## src/rtl/route_pkg.sv

```systemverilog
package route_pkg;
  localparam int unsigned PORT_N  = 5;
  localparam int unsigned IDX_LOC = 0;
  localparam int unsigned IDX_XP  = 1;
  localparam int unsigned IDX_XM  = 2;
  localparam int unsigned IDX_YP  = 3;
  localparam int unsigned IDX_YM  = 4;

  typedef logic [PORT_N-1:0] port_t;

  localparam port_t PORT_LOC = port_t'(1) << IDX_LOC;
  localparam port_t PORT_XP  = port_t'(1) << IDX_XP;
  localparam port_t PORT_XM  = port_t'(1) << IDX_XM;
  localparam port_t PORT_YP  = port_t'(1) << IDX_YP;
  localparam port_t PORT_YM  = port_t'(1) << IDX_YM;
endpackage

```

## src/rtl/route_decide.sv

```systemverilog
module route_decide
  import route_pkg::*;
#(
  parameter int unsigned COORD_W = 4
) (
  input  logic [COORD_W-1:0] cur_x_i,
  input  logic [COORD_W-1:0] cur_y_i,
  input  logic [COORD_W-1:0] dst_x_i,
  input  logic [COORD_W-1:0] dst_y_i,
  input  logic               y_first_i,
  output port_t              port_o
);
  localparam int unsigned OFF_W = COORD_W + 1;

  logic signed [OFF_W-1:0] off_x, off_y;
  logic x_move, y_move, go_vert;

  assign off_x  = $signed({1'b0, dst_x_i}) - $signed({1'b0, cur_x_i});
  assign off_y  = $signed({1'b0, dst_y_i}) - $signed({1'b0, cur_y_i});
  assign x_move = (off_x != '0);
  assign y_move = (off_y != '0);
  // vertical now if Y-first with Y left, or X-first with X done
  assign go_vert = y_first_i ? y_move : !x_move;

  always_comb begin
    if (!x_move && !y_move) port_o = PORT_LOC;
    else if (go_vert)       port_o = off_y[OFF_W-1] ? PORT_YM : PORT_YP;
    else                    port_o = off_x[OFF_W-1] ? PORT_XM : PORT_XP;
  end
endmodule

```

## src/rtl/route_step.sv

```systemverilog
module route_step
  import route_pkg::*;
#(
  parameter int unsigned COORD_W = 4
) (
  input  logic [COORD_W-1:0] cur_x_i,
  input  logic [COORD_W-1:0] cur_y_i,
  input  port_t              port_i,
  output logic [COORD_W-1:0] nxt_x_o,
  output logic [COORD_W-1:0] nxt_y_o
);
  localparam logic [COORD_W-1:0] ONE = COORD_W'(1);

  always_comb begin
    nxt_x_o = cur_x_i;
    nxt_y_o = cur_y_i;
    unique case (1'b1)
      port_i[IDX_XP]: nxt_x_o = cur_x_i + ONE;
      port_i[IDX_XM]: nxt_x_o = cur_x_i - ONE;
      port_i[IDX_YP]: nxt_y_o = cur_y_i + ONE;
      port_i[IDX_YM]: nxt_y_o = cur_y_i - ONE;
      default: ;
    endcase
  end
endmodule

```

## src/rtl/class_order_route.sv

```systemverilog
module class_order_route
  import route_pkg::*;
#(
  parameter int unsigned COORD_W = 4
) (
  input  logic               clk_i,
  input  logic               rst_ni,
  input  logic               valid_i,
  input  logic               from_bank_i,
  input  logic [COORD_W-1:0] cur_x_i,
  input  logic [COORD_W-1:0] cur_y_i,
  input  logic [COORD_W-1:0] dst_x_i,
  input  logic [COORD_W-1:0] dst_y_i,
  output logic               valid_o,
  output logic [PORT_N-1:0]  port_o,
  output logic [PORT_N-1:0]  la_port_o
);
  port_t              hop_port, la_port;
  logic [COORD_W-1:0] nxt_x, nxt_y;

  route_decide #(.COORD_W(COORD_W)) u_hop (
    .cur_x_i(cur_x_i), .cur_y_i(cur_y_i),
    .dst_x_i(dst_x_i), .dst_y_i(dst_y_i),
    .y_first_i(from_bank_i), .port_o(hop_port)
  );

  route_step #(.COORD_W(COORD_W)) u_step (
    .cur_x_i(cur_x_i), .cur_y_i(cur_y_i), .port_i(hop_port),
    .nxt_x_o(nxt_x), .nxt_y_o(nxt_y)
  );

  route_decide #(.COORD_W(COORD_W)) u_ahead (
    .cur_x_i(nxt_x), .cur_y_i(nxt_y),
    .dst_x_i(dst_x_i), .dst_y_i(dst_y_i),
    .y_first_i(from_bank_i), .port_o(la_port)
  );

  always_ff @(posedge clk_i or negedge rst_ni) begin
    if (!rst_ni) begin
      valid_o   <= 1'b0;
      port_o    <= '0;
      la_port_o <= '0;
    end else begin
      valid_o <= valid_i;
      if (valid_i) begin
        port_o    <= hop_port;
        la_port_o <= la_port;
      end
    end
  end


  onehot_port_chk: assert property (@(posedge clk_i) disable iff (!rst_ni)
    valid_o |-> ($countones(port_o) == 1 && $countones(la_port_o) == 1));


  local_at_dest_chk: assert property (@(posedge clk_i) disable iff (!rst_ni)
    valid_i && cur_x_i == dst_x_i && cur_y_i == dst_y_i |=> port_o[IDX_LOC]);


  core_x_first_chk: assert property (@(posedge clk_i) disable iff (!rst_ni)
    valid_i && !from_bank_i && cur_x_i != dst_x_i |=> (port_o[IDX_XP] || port_o[IDX_XM]));

  // bank traffic never uses a horizontal link off its destination row
  bank_no_horiz_chk: assert property (@(posedge clk_i) disable iff (!rst_ni)
    valid_i && from_bank_i && cur_y_i != dst_y_i |=> !(port_o[IDX_XP] || port_o[IDX_XM]));


  la_local_chk: assert property (@(posedge clk_i) disable iff (!rst_ni)
    valid_o && port_o[IDX_LOC] |-> la_port_o[IDX_LOC]);


  idle_hold_chk: assert property (@(posedge clk_i) disable iff (!rst_ni)
    !valid_i |=> (!valid_o && $stable(port_o) && $stable(la_port_o)));
endmodule

```

## config.mk

```make
export PLATFORM = sky130hd
export DESIGN_NAME = class_order_route
export DESIGN_NICKNAME = d
export VERILOG_FILES = /design/src/rtl/route_pkg.sv /design/src/rtl/route_decide.sv /design/src/rtl/route_step.sv /design/src/rtl/class_order_route.sv
export SDC_FILE = /design/constraint.sdc
export NUM_CORES = 1
export LEC_CHECK = 0
export BUFFER_PORTS_ARGS = -buffer_cell sky130_fd_sc_hd__buf_2
export CORE_ASPECT_RATIO = 1.75
export CORE_MARGIN = 3
export CORE_UTILIZATION = 55
export CTS_BUF_LIST = sky130_fd_sc_hd__clkbuf_4 sky130_fd_sc_hd__clkbuf_8
export DETAILED_ROUTE_END_ITERATION = 6
export PLACE_DENSITY = 0.81
export SYNTH_ARGS = -nofsm -noshare
export SYNTH_HDL_FRONTEND = slang
export SYNTH_SLANG_ARGS = --single-unit
```

## constraint.sdc

```tcl
create_clock -name clk_i -period 0.9 [get_ports clk_i]
set_input_delay 0.09 -clock clk_i [delete_from_list [all_inputs] [get_ports clk_i]]
set_output_delay 0.09 -clock clk_i [all_outputs]
set_load 0.02 [all_outputs]
```

==> results of run 1 <==
cell families after synthesis:
group,after synthesis,share of synthesized area (%)
and+or+nand+nor,40,18.6
AOI/OAI and AO/OA,32,19.1
DFF,11,21.9
adders and majority gates,23,24.7
muxes,4,3.39
xor gates and xnor gates,11,7.67
buffers and inverters,15,4.58
cell usage after synthesis (2+ instances only):
| master | number | share of area [%] |
|---|---|---|
| nand3_1 | 3 | 1.2 |
| o31ai_1 | 2 | 1.2 |
| inv_1 | 13 | 3.9 |
| mux2_2 | 2 | 1.8 |
| nand2b_1 | 5 | 2.5 |
| fa_1 | 3 | 4.8 |
| ha_1 | 20 | 20 |
| nor3_1 | 2 | 0.80 |
| xnor2_1 | 9 | 6.3 |
| dfrtp_1 | 11 | 22 |
| xor2_1 | 2 | 1.4 |
| a21o_1 | 2 | 1.2 |
| mux2i_1 | 2 | 1.6 |
| o21ai_0 | 2 | 0.80 |
| nor2_1 | 6 | 1.8 |
| a21oi_1 | 13 | 5.2 |
| nand2_1 | 12 | 3.6 |
what timing repair did:
action                                 4_1_cts
endpoints found under the hold margin       11
hold buffers                                 1
setup buffers                                7
pin swaps                                   10
resized for setup                           34
setup endpoints to repair                   15
per-stage QoR:
step                      util [%]  TNS [ns]
after CTS                     93.8    -16.53
after detailed placement      83.1    -19.77
after global placement        83.1    -18.63
after floorplan                  -    -16.32
==> results.json, run 1 <==
{
  "run_status": "stopped before the end",
  "lastStage": "5_1_grt",
  "error_line": "[ERROR DPL-0038] Utilization greater than 100%, impossible to legalize",
  "placed_cell_area_sq_um": 1780,
  "gp_congestion": 0.827,
  "postGrtWorstEndpoint": "la_port_o[0]$_DFFE_PN0P_/D",
  "syn_nets": 179,
  "initial_core_util_pct": 58.5,
  "io_pins": 31,
  "syn_inst": 136,
  "dp.cells": 224,
  "synthArstFlopShare_pct": 100,
  "synth_ff_type": "dfrtp_1",
  "synth_seq_area_share_pct": 21.9,
  "synth_edf_count": 0,
  "std_cell_rows": 22,
  "htreeDepth": 1,
  "worst-ep-kind": "register input",
  "dp_slack_ns": -3.04,
  "io_buffers": 30,
  "synth_seq_cells": 11,
  "cts.sinks": 11,
  "cts_max_path_buffers": 2,
  "cts-buffers-inserted": 3,
  "avgSynthCellArea_sq_um": 9.24,
  "floorplan.die.height_um": 69.2,
  "die_x_um": 42.1,
  "ys_types": 44,
  "yosys_warnings": 0,
  "root_buffer": "clkbuf_4",
  "synth_area_sq_um": 1260,
  "hpwl_mm": 3.05,
  "grt_start_max_net_pins": 12
}
==> inputs of run 2 (changes only) <==
--- a/config.mk
+++ b/config.mk
@@ -6,12 +6,10 @@
 export NUM_CORES = 1
 export LEC_CHECK = 0
 export BUFFER_PORTS_ARGS = -buffer_cell sky130_fd_sc_hd__buf_2
-export CORE_ASPECT_RATIO = 1.75
-export CORE_MARGIN = 3
-export CORE_UTILIZATION = 55
-export CTS_BUF_LIST = sky130_fd_sc_hd__clkbuf_4 sky130_fd_sc_hd__clkbuf_8
+export CORE_AREA = 3 3 64 66
 export DETAILED_ROUTE_END_ITERATION = 6
-export PLACE_DENSITY = 0.81
+export DIE_AREA = 0 0 67 69
+export PLACE_DENSITY_LB_ADDON = 0.15
 export SYNTH_ARGS = -nofsm -noshare
 export SYNTH_HDL_FRONTEND = slang
 export SYNTH_SLANG_ARGS = --single-unit
==> results.json, run 2 <==
{
  "gp_congestion": 0.755,
  "required_ns": 1.03,
  "area_delta_synth_final_pct": 72.3,
  "antenna_found_initial": 0,
  "grt_start_max_net_pins": 12,
  "irDropWorstVdd_mv": 0.651,
  "min_path_type": "input port to register",
  "p_per_area_nw_per_um2": 1250,
  "finalHoldViolations": 0,
  "tritoncts": "done",
  "largest_registers": "la_port_o (5), port_o (5), valid_o (1)",
  "io_pins": 31,
  "gr-total-overflow": 0,
  "r2r_start": "la_port_o[2]",
  "synth-simple-area-share_pct": 18.6,
  "r2r_slack_ns": 0.10,
  "worstSetupEndpoint": "la_port_o[3]",
  "p_leak_nw": 1.05,
  "maxCapViolCount": 0,
  "num_antenna_cells": 0,
  "io_buffers": 30,
  "synthAdderAreaFrac_pct": 24.7,
  "worstPathCellList": "buf_8 -> inv_12 -> ha_4 -> inv_2 -> fa_2 -> a21o_4 -> a21oi_4 -> nor4b_4 -> a21boi_2 -> nor2_4 -> ha_4 -> a21o_1 -> a21oi_2 -> or3_4 -> a21oi_4 -> xnor2_2 -> ha_1 -> or3b_4 -> a21oi_4 -> nor2_4 -> o32ai_2",
  "synth_ff_type": "dfrtp_1",
  "layout_common_cells": "buf_4, buf_2, ha_1, nand2_1, dfrtp_1",
  "setup_viol": 10,
  "drive_gt1_share_pct": 57.4,
  "fin_crit_ns": 3.71,
  "r2r_end": "la_port_o[2]",
  "via_per_inst": 4.81,
  "final.period_utilization_pct": 412,
  "path_clk_slew_ns": 0.05,
  "fin_setup_tns_ns": -17.65,
  "total_power_w": 0.00271,
  "wire_per_inst_um": 13.2,
  "cp-end-kind": "register",
  "report.final.slew_viol_count": 0,
  "fp.dieArea_sq_um": 4620,
  "synth_edf_count": 0,
  "initial_core_util_pct": 34.6,
  "die_x_um": 67,
  "fillers": 341,
  "grt_usage_pct": 15.9,
  "yosysTopAreaCell": "dfrtp_1",
  "layout_commonest_cell": "buf_4",
  "run_status": "complete, but fails checks",
  "core_sq_um": 3630,
  "skew_ns": 0,
  "yosys_warnings": 0,
  "cts-buffers-inserted": 3,
  "dr.pass1.iters": 4,
  "synth_compound_area_share_pct": 19.1,
  "grt_pass1_vias": 1373,
  "crit_start": "dst_y_i[0]",
  "hpwl_mm": 2.75,
  "synthTopCellsByArea": "dfrtp_1, ha_1, xnor2_1",
  "cts.sinks": 11,
  "wl_mm": 3.49,
  "criticalPathCategory": "input port to register",
  "avgSynthCellArea_sq_um": 9.24,
  "htreeDepth": 1,
  "grt_pass1_wl_mm": 6.04,
  "drtAntennaViolNets": 0,
  "drtIter0Drc": 51,
  "muxShareOfSynthArea_pct": 3.39,
  "synth_commonest_cells": "ha_1, a21oi_1, inv_1",
  "synth_seq_area_share_pct": 21.9,
  "synth_most_common_cell": "ha_1",
  "tightest_slew_ns": 0.325,
  "worst_slack_ns": -2.81,
  "via_count": 1270,
  "nNetsFinal": 260,
  "cp.arrival_ns": 3.85,
  "cp_common_cell": "a21oi_4",
  "synth_area_sq_um": 1260,
  "floorplan.die.height_um": 69,
  "synth_top_family_by_area": "adder cells",
  "ff2ff_path_depth": 2,
  "synthArstFlopShare_pct": 100,
  "cts_max_path_buffers": 2,
  "synth_top_area_share_pct": 21.9,
  "synth_seq_cells": 11,
  "ys_types": 44,
  "crit_path_start_kind": "input port",
  "clk_latency_ns": 0.23,
  "relSlewSlack_pct": 78.3,
  "synth_xor_area_share_pct": 7.67,
  "syn_inst": 136,
  "clock.fmax_mhz": 269,
  "cpPeakStageDelay_ns": 0.43,
  "path_max_fanout": 4,
  "violations": "negative setup slack",
  "drc": 0,
  "rsz0062_at_grt": "true",
  "root_buffer": "clkbuf_8",
  "syn_nets": 179,
  "critPathSlowestCell": "or3b_4",
  "std_cell_rows": 22
}
## run 2: cell counts after synthesis
Identical to the previous run, type by type.
## run 2: repair_timing
action / in CTS / in global routing
pin swaps: 15 / 25
setup endpoints to repair: 10 / 10
resized for setup: 22 / 21
endpoints found under the hold margin: 11 / 0
hold buffers: 1 / 0
cloned: 0 / 0
buffers inserted: 5 / 5
## run 2: worst max-delay path: cells and delay by family
kind	cells	cell delay (ns)
AO/OA/AOI/OAI	8	1.39
XOR/XNOR	1	0.07
adder cells (fa/ha/maj)	4	1.07
buffers and inverters	3	0.18
AND/OR/NAND/NOR	5	1.04
## run 2: where the power goes
part / internal, W / switching [W] / leakage (nW) / total [W]
Clock: 0.000310 / 0.000170 / 0.0228 / 0.000479
Sequential: 0.000559 / 0.0000360 / 0.143 / 0.000595
Combinational: 0.000839 / 0.000799 / 0.888 / 0.00164
Total: 0.00171 / 0.00100 / 1.05 / 0.00271
## run 2: layout make-up
cell class / count / area [sq um] / share of cell area, %
inverters: 13 / 73.8 / 3.41
well taps: 48 / 60.1 / 2.77
clock buffers: 4 / 45.0 / 2.08
repair buffers: 78 / 557 / 25.7
flip-flops and latches: 11 / 275 / 12.7
multi-input cells: 110 / 1150 / 53.3
## run 2: stage by stage
stage | util [%] | std cells | area, sq um | hold WS (ns) | setup WS (ns)
2_1_floorplan | - | 136 | 1340 | -0.206 | -2.70
3_3_place_gp | 50.3 | 250 | 1830 | -0.0359 | -2.82
3_5_place_dp | 50.3 | 250 | 1830 | -0.0295 | -3.02
4_1_cts | 55.2 | 259 | 2010 | 0.0700 | -2.70
5_1_grt | 59.6 | 264 | 2160 | 0.0857 | -2.94
6_report | 59.6 | 264 | 2160 | 0.0840 | -2.81
## run 2: cell families after synthesis
kind of cell,Yosys count
buf+inv,15
xor+xnor,11
compound gates,32
simple gates,40
mux,4
flops,11
fa+ha+maj,23
## run 2: worst min path at each step
| stage | cells past startpoint | end | slack [ns] | start |
|---|---|---|---|---|
| 2_1_floorplan | 0 | la_port_o[0] | -0.21 | rst_ni |
| 3_3_place_gp | 1 | valid_o | -0.04 | rst_ni |
| 3_5_place_dp | 1 | la_port_o[0] | -0.03 | rst_ni |
| 4_1_cts | 1 | valid_o | 0.07 | valid_i |
| 5_1_grt | 1 | valid_o | 0.09 | valid_i |
| 6_report | 1 | valid_o | 0.08 | valid_i |
## run 2: layer usage
layer | track usage, % | share of wire, % | up-vias
li1 | - | - | 637
met1 | 19.7 | 42 | 605
met2 | 28.9 | 54 | 26
met3 | 2.44 | 4.0 | 2
met4 | 1.80 | 0.52 | 0
met5 | 0 | 0 | -
Note: power is estimated with default switching activity, not from simulation.
